## config.mk

```make
export PLATFORM = sky130hd
export DESIGN_NAME = stab_guard
export DESIGN_NICKNAME = d
export VERILOG_FILES = /design/src/rtl/stab_pkg.sv /design/src/rtl/stab_rst_sync.sv /design/src/rtl/stab_history.sv /design/src/rtl/stab_snapshot.sv /design/src/rtl/stab_flags.sv /design/src/rtl/stab_guard.sv
export SDC_FILE = /design/constraint.sdc
export NUM_CORES = 1
export LEC_CHECK = 0
export ABC_CLOCK_PERIOD_IN_PS = 800
export BUFFER_PORTS_ARGS = -buffer_cell sky130_fd_sc_hd__buf_2
export CORE_MARGIN = 5
export CORE_UTILIZATION = 30
export CTS_CLUSTER_DIAMETER = 100
export DETAILED_ROUTE_END_ITERATION = 10
export GPL_TIMING_DRIVEN = 0
export MAX_ROUTING_LAYER = met4
export SYNTH_ARGS = -nofsm -noshare
export SYNTH_HDL_FRONTEND = slang
export SYNTH_SLANG_ARGS = --single-unit
```

## constraint.sdc

```tcl
create_clock -name clk -period 0.8 [get_ports clk]
set_input_delay 0.12 -clock clk [delete_from_list [all_inputs] [get_ports clk]]
set_output_delay 0.12 -clock clk [all_outputs]
set_load 0.01 [all_outputs]
```

## src/rtl/stab_pkg.sv

```systemverilog
package stab_pkg;
  typedef enum logic [0:0] {
    CHK_PREV = 1'b0,
    CHK_SNAP = 1'b1
  } stab_mode_e;
endpackage

```

## src/rtl/stab_rst_sync.sv

```systemverilog
module stab_rst_sync #(
  parameter int unsigned STAGES = 2
) (
  input  logic clk,
  input  logic rst_n_in,
  output logic rst_n_out
);
  logic [STAGES-1:0] sync_q;
  logic [STAGES-1:0] sync_d;

  always_comb begin
    sync_d = {sync_q[STAGES-2:0], 1'b1};
  end

  always_ff @(posedge clk or negedge rst_n_in) begin
    if (!rst_n_in) sync_q <= '0;
    else           sync_q <= sync_d;
  end

  assign rst_n_out = sync_q[STAGES-1];
endmodule

```

## src/rtl/stab_history.sv

```systemverilog
module stab_history #(
  parameter int unsigned DATA_W = 8
) (
  input  logic              clk,
  input  logic              rst_n,
  input  logic              en_in,
  input  logic [DATA_W-1:0] data_in,
  output logic              en_q,
  output logic [DATA_W-1:0] data_q
);
  logic              en_d;
  logic [DATA_W-1:0] data_d;

  always_comb begin
    en_d   = en_in;
    data_d = data_in;
  end

  always_ff @(posedge clk or negedge rst_n) begin
    if (!rst_n) begin
      en_q   <= 1'b0;
      data_q <= '0;
    end else begin
      en_q   <= en_d;
      data_q <= data_d;
    end
  end
endmodule

```

## src/rtl/stab_snapshot.sv

```systemverilog
module stab_snapshot #(
  parameter int unsigned DATA_W = 8
) (
  input  logic              clk,
  input  logic              rst_n,
  input  logic              load,
  input  logic [DATA_W-1:0] data_in,
  output logic [DATA_W-1:0] snap_q
);
  logic [DATA_W-1:0] snap_d;

  always_comb begin
    snap_d = snap_q;
    if (load) snap_d = data_in;
  end

  always_ff @(posedge clk or negedge rst_n) begin
    if (!rst_n) snap_q <= '0;
    else        snap_q <= snap_d;
  end

  AST_SNAP_HOLD: assert property (@(posedge clk) disable iff (!rst_n)
    !load |=> $stable(snap_q));
endmodule

```

## src/rtl/stab_flags.sv

```systemverilog
module stab_flags (
  input  logic clk,
  input  logic rst_n,
  input  logic viol,
  output logic pulse_q,
  output logic sticky_q
);
  logic pulse_d;
  logic sticky_d;
  logic sticky_ld;

  always_comb begin
    pulse_d   = viol;
    sticky_ld = viol & ~sticky_q;
    sticky_d  = sticky_q;
    if (sticky_ld) sticky_d = 1'b1;
  end

  always_ff @(posedge clk or negedge rst_n) begin
    if (!rst_n) begin
      pulse_q  <= 1'b0;
      sticky_q <= 1'b0;
    end else begin
      pulse_q  <= pulse_d;
      sticky_q <= sticky_d;
    end
  end

  AST_STICKY_HOLD: assert property (@(posedge clk) disable iff (!rst_n)
    sticky_q |=> sticky_q);
  AST_PULSE_STICKY: assert property (@(posedge clk) disable iff (!rst_n)
    pulse_q |-> sticky_q);
endmodule

```

## src/rtl/stab_guard.sv

```systemverilog
module stab_guard
  import stab_pkg::*;
#(
  parameter int unsigned DATA_W = 8,
  parameter stab_mode_e  MODE   = CHK_PREV
) (
  input  logic              clk,
  input  logic              rst_n,
  input  logic              win_en,
  input  logic [DATA_W-1:0] win_data,
  output logic              viol_pulse,
  output logic              viol_sticky
);
  localparam int unsigned SYNC_STAGES = 2;

  logic              rst_int_n;
  logic              en_q;
  logic [DATA_W-1:0] data_q;
  logic [DATA_W-1:0] ref_data;
  logic              in_window;
  logic              viol;

  stab_rst_sync #(.STAGES(SYNC_STAGES)) u_rst (
    .clk       (clk),
    .rst_n_in  (rst_n),
    .rst_n_out (rst_int_n)
  );

  stab_history #(.DATA_W(DATA_W)) u_hist (
    .clk     (clk),
    .rst_n   (rst_int_n),
    .en_in   (win_en),
    .data_in (win_data),
    .en_q    (en_q),
    .data_q  (data_q)
  );

  generate
    if (MODE == CHK_SNAP) begin : g_snap
      logic snap_load;
      assign snap_load = win_en & ~en_q;
      stab_snapshot #(.DATA_W(DATA_W)) u_snap (
        .clk     (clk),
        .rst_n   (rst_int_n),
        .load    (snap_load),
        .data_in (win_data),
        .snap_q  (ref_data)
      );
    end else begin : g_prev
      assign ref_data = data_q;
      AST_PREV_CHANGE: assert property (@(posedge clk) disable iff (!rst_int_n)
        (win_en && $past(win_en) && $past(rst_int_n) && !$stable(win_data))
          |=> viol_pulse);
    end
  endgenerate

  always_comb begin
    in_window = win_en & en_q;
    viol      = in_window & (win_data != ref_data);
  end

  stab_flags u_flags (
    .clk      (clk),
    .rst_n    (rst_int_n),
    .viol     (viol),
    .pulse_q  (viol_pulse),
    .sticky_q (viol_sticky)
  );

  AST_RST_CLEAR: assert property (@(posedge clk)
    !rst_n |-> (!viol_pulse && !viol_sticky));
  AST_RISE_QUIET: assert property (@(posedge clk) disable iff (!rst_int_n)
    $rose(win_en) |=> !viol_pulse);
  AST_LOW_QUIET: assert property (@(posedge clk) disable iff (!rst_int_n)
    !win_en |=> !viol_pulse);
endmodule

```

==> summary.txt, run 1 <==
STA
  – Fmax: 817 MHz
  – Clock skew: 0.00304 ns
  – Final setup fails: 4
  – Min setup slack post-route: -0.424 ns
  – Min cycle time layout: 1.22 ns
  – Final setup TNS: -0.807 ns
  – Hold Fails Final Rpt: 0
  – Unrepaired setup endpoints after global routing: yes
  – Final Max Slew Viols: 0
  – Tcrit/Tclk final: 1.53

Worst setup path
  – R2R Setup Slk: -0.42 ns
  – CP max stage cell: dfrtp_1
  – R2r startpoint: u_hist.data_q[6]$_DFF_PN0_
  – Crit-path cells: xor2_1 > nor4_2 > a21oi_1 > or2_1
  – Slowest stage delay, CP: 0.37 ns
  – Reg2reg path depth: 4
  – CP Launch Type: flop
  – Reg-to-Reg End: u_flags.sticky_q$_DFFE_PN0P_
  – Critical path arrival: about 1.4 ns
  – CP Class: flop to flop
  – Crit. End Element: flop
  – Worst EP required: around 0.95 ns
  – Critical Path Fanout Max: 2

Power and ir drop
  – Total power: approximately 1.2 mW
  – Clock power share: 0.317
  – P per Cell Area: 1880 mW/mm^2
  – Net Sw Frac: 0.215
  – P_int: 0.953 mW
  – Sequential Power Share: 0.583
  – Peak VDD IR: just under 1000 uV
  – Pleak: about 0.3 nW
  – Switch Pwr: 0.261 mW
  – Comb power frac: 0.099

Floorplan
  – Die H: 47.7 microns
  – # IOs: 13
  – Die area: between 0.002 and 0.0025 sq mm
  – Initial Utilization: 0.324
  – Core Footprint: 0.00132 sq mm
  – Core Rows: 13
  – Die X: between 40 and 50 microns

Place
  – Port Buf Inserts: 12
  – Placed Cells: 54
  – Routability Congestion: 0.641

GRT
  – Largest net degree at the start of global routing: 12
  – All-Layer GR Usage: 0.0876
  – Vias in the first global route: 319
  – Antenna violations before repair: 0
  – First-pass GRT wire length: approximately 1300 microns
  – Grt total ovfl: 0

Cells and area
  – NumNets Final: 65
  – Layout cell share with drive strength beyond 1: 0.321
  – Final Non-Filler Cells: just under 70
  – Area delta synth->final: 51.0%
  – N_diodes: 0
  – Fillers: 110

Routing
  – Vias per inst: around 4.1
  – Via Count: 276
  – Metal2 WL: 364 microns
  – Met3 WL: 52 microns
  – DRC viols: 0
  – Routed wire length: about 740 microns
  – Pre-antenna DRT Iters: 2
  – WL met1: 313 microns
  – Wire per inst: 10.8 microns
  – Iter 0 DRT Violations: 3
  – Top Layer Used: met4
  – Post-DRT Antenna Nets: 0

Synth
  – Yosys warnings: 0
  – Syn_nets: 38
  – Sequential share of the synthesized area: 0.762
  – Netlist cell types: 7
  – Synth top area cells: dfrtp_1 (76%), xor2_1 (16%), nor4_1 (2.9%), or2_1 (1.5%), a21oi_1 (1.2%)
  – Syn_area_per_cell: about 16 sq um
  – Synthesized instance count: 27
  – Synth top area share: 0.762
  – Seq cells post-synth: 13
  – Synth area leader: dfrtp_1
  – Synthesized cell area: 427 sq um

Hold path
  – Hold Path Depth: 3
  – Hold path startpoint: win_en
  – Worst hold path type: input port to flop
  – Hold path endpoint: u_flags.pulse_q$_DFF_PN0_

Status
  – Status: complete, but fails checks
  – Failing checks: setup timing

Clock tree
  – CTS Sinks: 13
  – TritonCTS clock tree: yes
  – Maximum clock path buffer count: 2
  – Clk Latency, worst-skew pair: between 0.2 and 0.3 ns
  – Root Driver: clkbuf_4
  – Worst-path clk slew: ~0.08 ns
  – TritonCTS Buffers: 3
  – Htree depth: 1

Job
  – MaxCap Viol Count: 0
## power groups by stage
stage / clock network [mW] / logic (mW) / registers (mW)
final: 0.385 / 0.120 / 0.708
after floorplan: 0 / 0.0307 / 0.719
after global routing: 0.438 / 0.134 / 0.713
after CTS: 0.400 / 0.111 / 0.709
after global placement: 0 / 0.0694 / 0.720
after detailed placement: 0 / 0.0734 / 0.722
## timing repair
action,CTS,global route
endpoints found under the hold margin,11,0
resized for setup,0,2
hold buffers,10,0
setup buffers,0,0
setup endpoints to repair,4,4
pin swaps,2,3
## cell families (layout without fill, tap and decap cells)
kind of cell,count (synthesis),count (layout),synth area share
compound gates,1,1,0.0117
xor+xnor,8,8,0.164
buf+inv,0,26,0
flops,13,13,0.762
other cells,1,1,0.00879
simple gates,4,4,0.0528
## worst max-delay path by stage
stage,startpoint,endpoint
after floorplan,u_hist.data_q[0]$_DFF_PN0_,u_flags.sticky_q$_DFFE_PN0P_
after global placement,u_hist.data_q[0]$_DFF_PN0_,u_flags.sticky_q$_DFFE_PN0P_
after detailed placement,u_hist.data_q[5]$_DFF_PN0_,u_flags.sticky_q$_DFFE_PN0P_
after CTS,u_hist.data_q[4]$_DFF_PN0_,u_flags.sticky_q$_DFFE_PN0P_
after global routing,u_hist.data_q[6]$_DFF_PN0_,u_flags.sticky_q$_DFFE_PN0P_
final,u_hist.data_q[6]$_DFF_PN0_,u_flags.sticky_q$_DFFE_PN0P_
## critical path: cells and delay by family, from the launching register on
family | cells | cell delay, ns
simple gates | 2 | 0.48
flops | 1 | 0.37
xor+xnor | 1 | 0.15
compound gates | 1 | 0.10
## through the flow
step                      setup slack, ns   util  hold WS, ns  instance area [sq um]
final                              -0.424  0.489        0.102                    644
after global routing               -0.538  0.489        0.108                    644
after CTS                          -0.478  0.480       0.0854                    632
after detailed placement           -0.484  0.384      -0.0933                    505
after global placement             -0.446  0.384      -0.0954                    505
after floorplan                    -0.360      -       -0.176                    427
## cells in the mapped netlist
cell,number
nor4_1,2
xor2_1,8
or2_1,1
conb_1,1
a21oi_1,1
nand2_1,1
dfrtp_1,13
## sequential cells by signal (all words and copies together), names as in the netlist
| name | count |
|---|---|
| u_flags.sticky_q | 1 |
| u_flags.pulse_q | 1 |
| u_hist.data_q | 8 |
| u_hist.en_q | 1 |
| u_rst.sync_q | 2 |
## routing by layer
metal / track usage / vias up
met5: - / -
met4: 0.0645 / 0
met3: 0.0226 / 2
met2: 0.129 / 7
met1: 0.101 / 129
li1: - / 138
## cell type report
type	count	area [sq um]	share of cell area
Sequential cell	13	325	0.505
Timing Repair Buffer	22	160	0.249
Multi-Input combinational cell	14	114	0.177
Clock buffer	4	26.3	0.0408
Tap cell	15	18.8	0.0291
## cell usage in the layout (no fill, tap or decap), drive strengths merged
cell type	count
conb	1
dfrtp	13
buf	12
xor2	8
a21oi	1
dlygate4sd3	10
clkbuf	4
nand2	1
or2	1
nor4	2
Note: power is estimated with default switching activity, not from simulation.
==> inputs of run 2 (changes only) <==
--- a/config.mk
+++ b/config.mk
@@ -13,6 +13,7 @@
 export DETAILED_ROUTE_END_ITERATION = 10
 export GPL_TIMING_DRIVEN = 0
 export MAX_ROUTING_LAYER = met4
+export PLACE_DENSITY = 0.62
 export SYNTH_ARGS = -nofsm -noshare
 export SYNTH_HDL_FRONTEND = slang
 export SYNTH_SLANG_ARGS = --single-unit
==> summary.txt, run 2 (same netlist as run 1, synthesis figures left out) <==
STA
  – Fmax: 801 MHz
  – Unrepaired setup endpoints after global routing: yes
  – Tcrit/Tclk final: 1.56
  – Min cycle time layout: 1.25 ns
  – Final setup fails: 4
  – Hold Fails Final Rpt: 0
  – Final Max Slew Viols: 0
  – Min setup slack post-route: -0.448 ns
  – Clock skew: 0.00440 ns

Routing
  – Routed wire length: 721 microns
  – Iter 0 DRT Violations: 0
  – Wire per inst: 10.4 microns
  – Vias per inst: about 4.1
  – DRC viols: 0
  – Post-DRT Antenna Nets: 0
  – Via Count: 286
  – Pre-antenna DRT Iters: 1

Floorplan
  – Die X: 47.7 microns
  – Core Footprint: 0.00132 sq mm
  – Initial Utilization: 0.324
  – # IOs: 13
  – Core Rows: 13
  – Die area: 0.00228 sq mm
  – Die H: 47.7 microns

Clock tree
  – TritonCTS Buffers: 3
  – CTS Sinks: 13
  – Clk Latency, worst-skew pair: 0.27 ns
  – Worst-path clk slew: 0.08 ns
  – Htree depth: 1
  – Root Driver: clkbuf_4
  – TritonCTS clock tree: yes
  – Maximum clock path buffer count: 2

Place
  – Dpl cell area: 505 sq um
  – Port Buf Inserts: 12
  – HPWL Detailed: 506 microns
  – Routability Congestion: 0.624
  – Pre-CTS WS: -0.461 ns

Power and ir drop
  – Pleak: 0.305 nW
  – Net Sw Frac: 0.224
  – P per Cell Area: ~1900 mW/mm^2
  – P_int: between 0.9 and 1 mW
  – Peak VDD IR: between 800 and 900 uV
  – Switch Pwr: about 0.27 mW
  – Clock power share: 0.322
  – Comb power frac: 0.098
  – Sequential Power Share: 0.580

Worst setup path
  – Worst EP required: approximately 0.97 ns
  – R2R Setup Slk: -0.45 ns
  – Crit-path cells: xor2_1 > nor4_1 > a21oi_1 > or2_1
  – CP Launch Type: flop
  – R2r startpoint: u_hist.data_q[6]$_DFF_PN0_
  – Slowest stage delay, CP: 0.38 ns
  – Critical path arrival: about 1.4 ns
  – CP max stage cell: dfrtp_1
  – Reg2reg path depth: 4
  – Crit. End Element: flop
  – CP Class: flop to flop
  – Critical Path Fanout Max: 2
  – Critical Path Source: u_hist.data_q[6]$_DFF_PN0_

Cells and area
  – Area delta synth->final: 51.6%
  – Commonest cells after routing, fill and taps aside: dfrtp_1 (13), buf_2 (12), dlygate4sd3_1 (10)
  – Registers with the most flip-flops: u_hist.data_q: 8 flops, u_rst.sync_q: 2 flops
  – Layout cell share with drive strength beyond 1: 0.333
  – Final instance area: 647 sq um
  – NumNets Final: 66
  – Area of the multi-input gates: 108 sq um
  – Most common cell after layout, fill and taps aside: dfrtp_1
  – N_diodes: 0
  – Post-Route Utilization: 0.491
  – Max FFs per register: 8
  – Fillers: 125
  – Sequential standard cell area: 325 sq um
  – Largest Register: u_hist.data_q

Status
  – Status: complete, but fails checks
  – Failing checks: setup timing

GRT
  – Antenna violations before repair: 0
  – Largest net degree at the start of global routing: 12
  – First-pass GRT wire length: 1180 microns
  – Vias in the first global route: 285
  – M1 GR Usage: 0.0967
  – GR peak layer: met2
  – All-Layer GR Usage: 0.0829
  – Routing usage on met3: 0.0338
  – Met2 Resource Use GR: 0.111
  – Grt total ovfl: 0

Hold path
  – Worst hold path type: input port to asynchronous set/reset pin

Job
  – MaxCap Viol Count: 0
run 2: changes by cell type in the layout (fill, tap and decap cells not counted):
| cell | delta |
|---|---|
| nor4_1 | +1 |
| nor4_2 | -1 |
| clkinv_2 | +1 |
| clkbuf_1 | -1 |
| buf_4 | +1 |
run 2: through the flow:
stage / cells / power [mW] / hold slack (ns) / TNS, ns
2_1_floorplan: 27 / 0.750 / -0.176 / -0.528
3_3_place_gp: 54 / 0.793 / -0.0947 / -0.717
3_5_place_dp: 54 / 0.796 / -0.0941 / -0.725
4_1_cts: 68 / 1.24 / 0.0630 / -0.948
5_1_grt: 69 / 1.31 / 0.125 / -1.28
6_report: 69 / 1.22 / 0.140 / -1.00
run 2: worst paths after layout:
kind,endpoint
worst max-delay path,u_flags.sticky_q$_DFFE_PN0P_
worst min-delay path,u_rst.sync_q[1]$_DFF_PN0_
worst max register to register,u_flags.sticky_q$_DFFE_PN0P_
worst min register to register,u_hist.data_q[5]$_DFF_PN0_
max in group asynchronous,u_hist.data_q[1]$_DFF_PN0_
min in group clk,u_flags.pulse_q$_DFF_PN0_
run 2: worst max-delay path, delay by kind of cell, from the launching register on:
| family | cells | cell delay, ns |
|---|---|---|
| DFF | 1 | 0.38 |
| AOI/OAI and AO/OA | 1 | 0.13 |
| xor gates and xnor gates | 1 | 0.14 |
| and+or+nand+nor | 2 | 0.50 |
run 2: power groups by stage:
stage | sequential (mW) | combinational, mW | clock [mW]
finish | 0.707 | 0.119 | 0.393
global route | 0.713 | 0.132 | 0.466
CTS | 0.708 | 0.112 | 0.416
detailed placement | 0.722 | 0.0747 | 0
global placement | 0.721 | 0.0719 | 0
floorplan | 0.719 | 0.0307 | 0
run 2: timing repair:
item / CTS / global route
hold buffers: 10 / 0
setup buffers: 0 / 1
endpoints found under the setup margin: 4 / 4
resized for setup: 0 / 1
endpoints found under the hold margin: 11 / 0
pin swaps: 2 / 0
gates cloned: 0 / 0
run 2: final cells by class:
type / instances / share of cell area
sequential: 13 / 0.503
clock inverter: 1 / 0.00774
timing repair buffer: 23 / 0.259
multi-input combinational: 14 / 0.166
tap: 15 / 0.0290
clock buffer: 3 / 0.0348
run 2: layer usage:
| metal | wire [microns] | vias up |
|---|---|---|
| met5 | 0 | - |
| met4 | 0 | 0 |
| met3 | 44 | 0 |
| met2 | 390 | 5 |
| met1 | 285 | 142 |
| li1 | - | 139 |
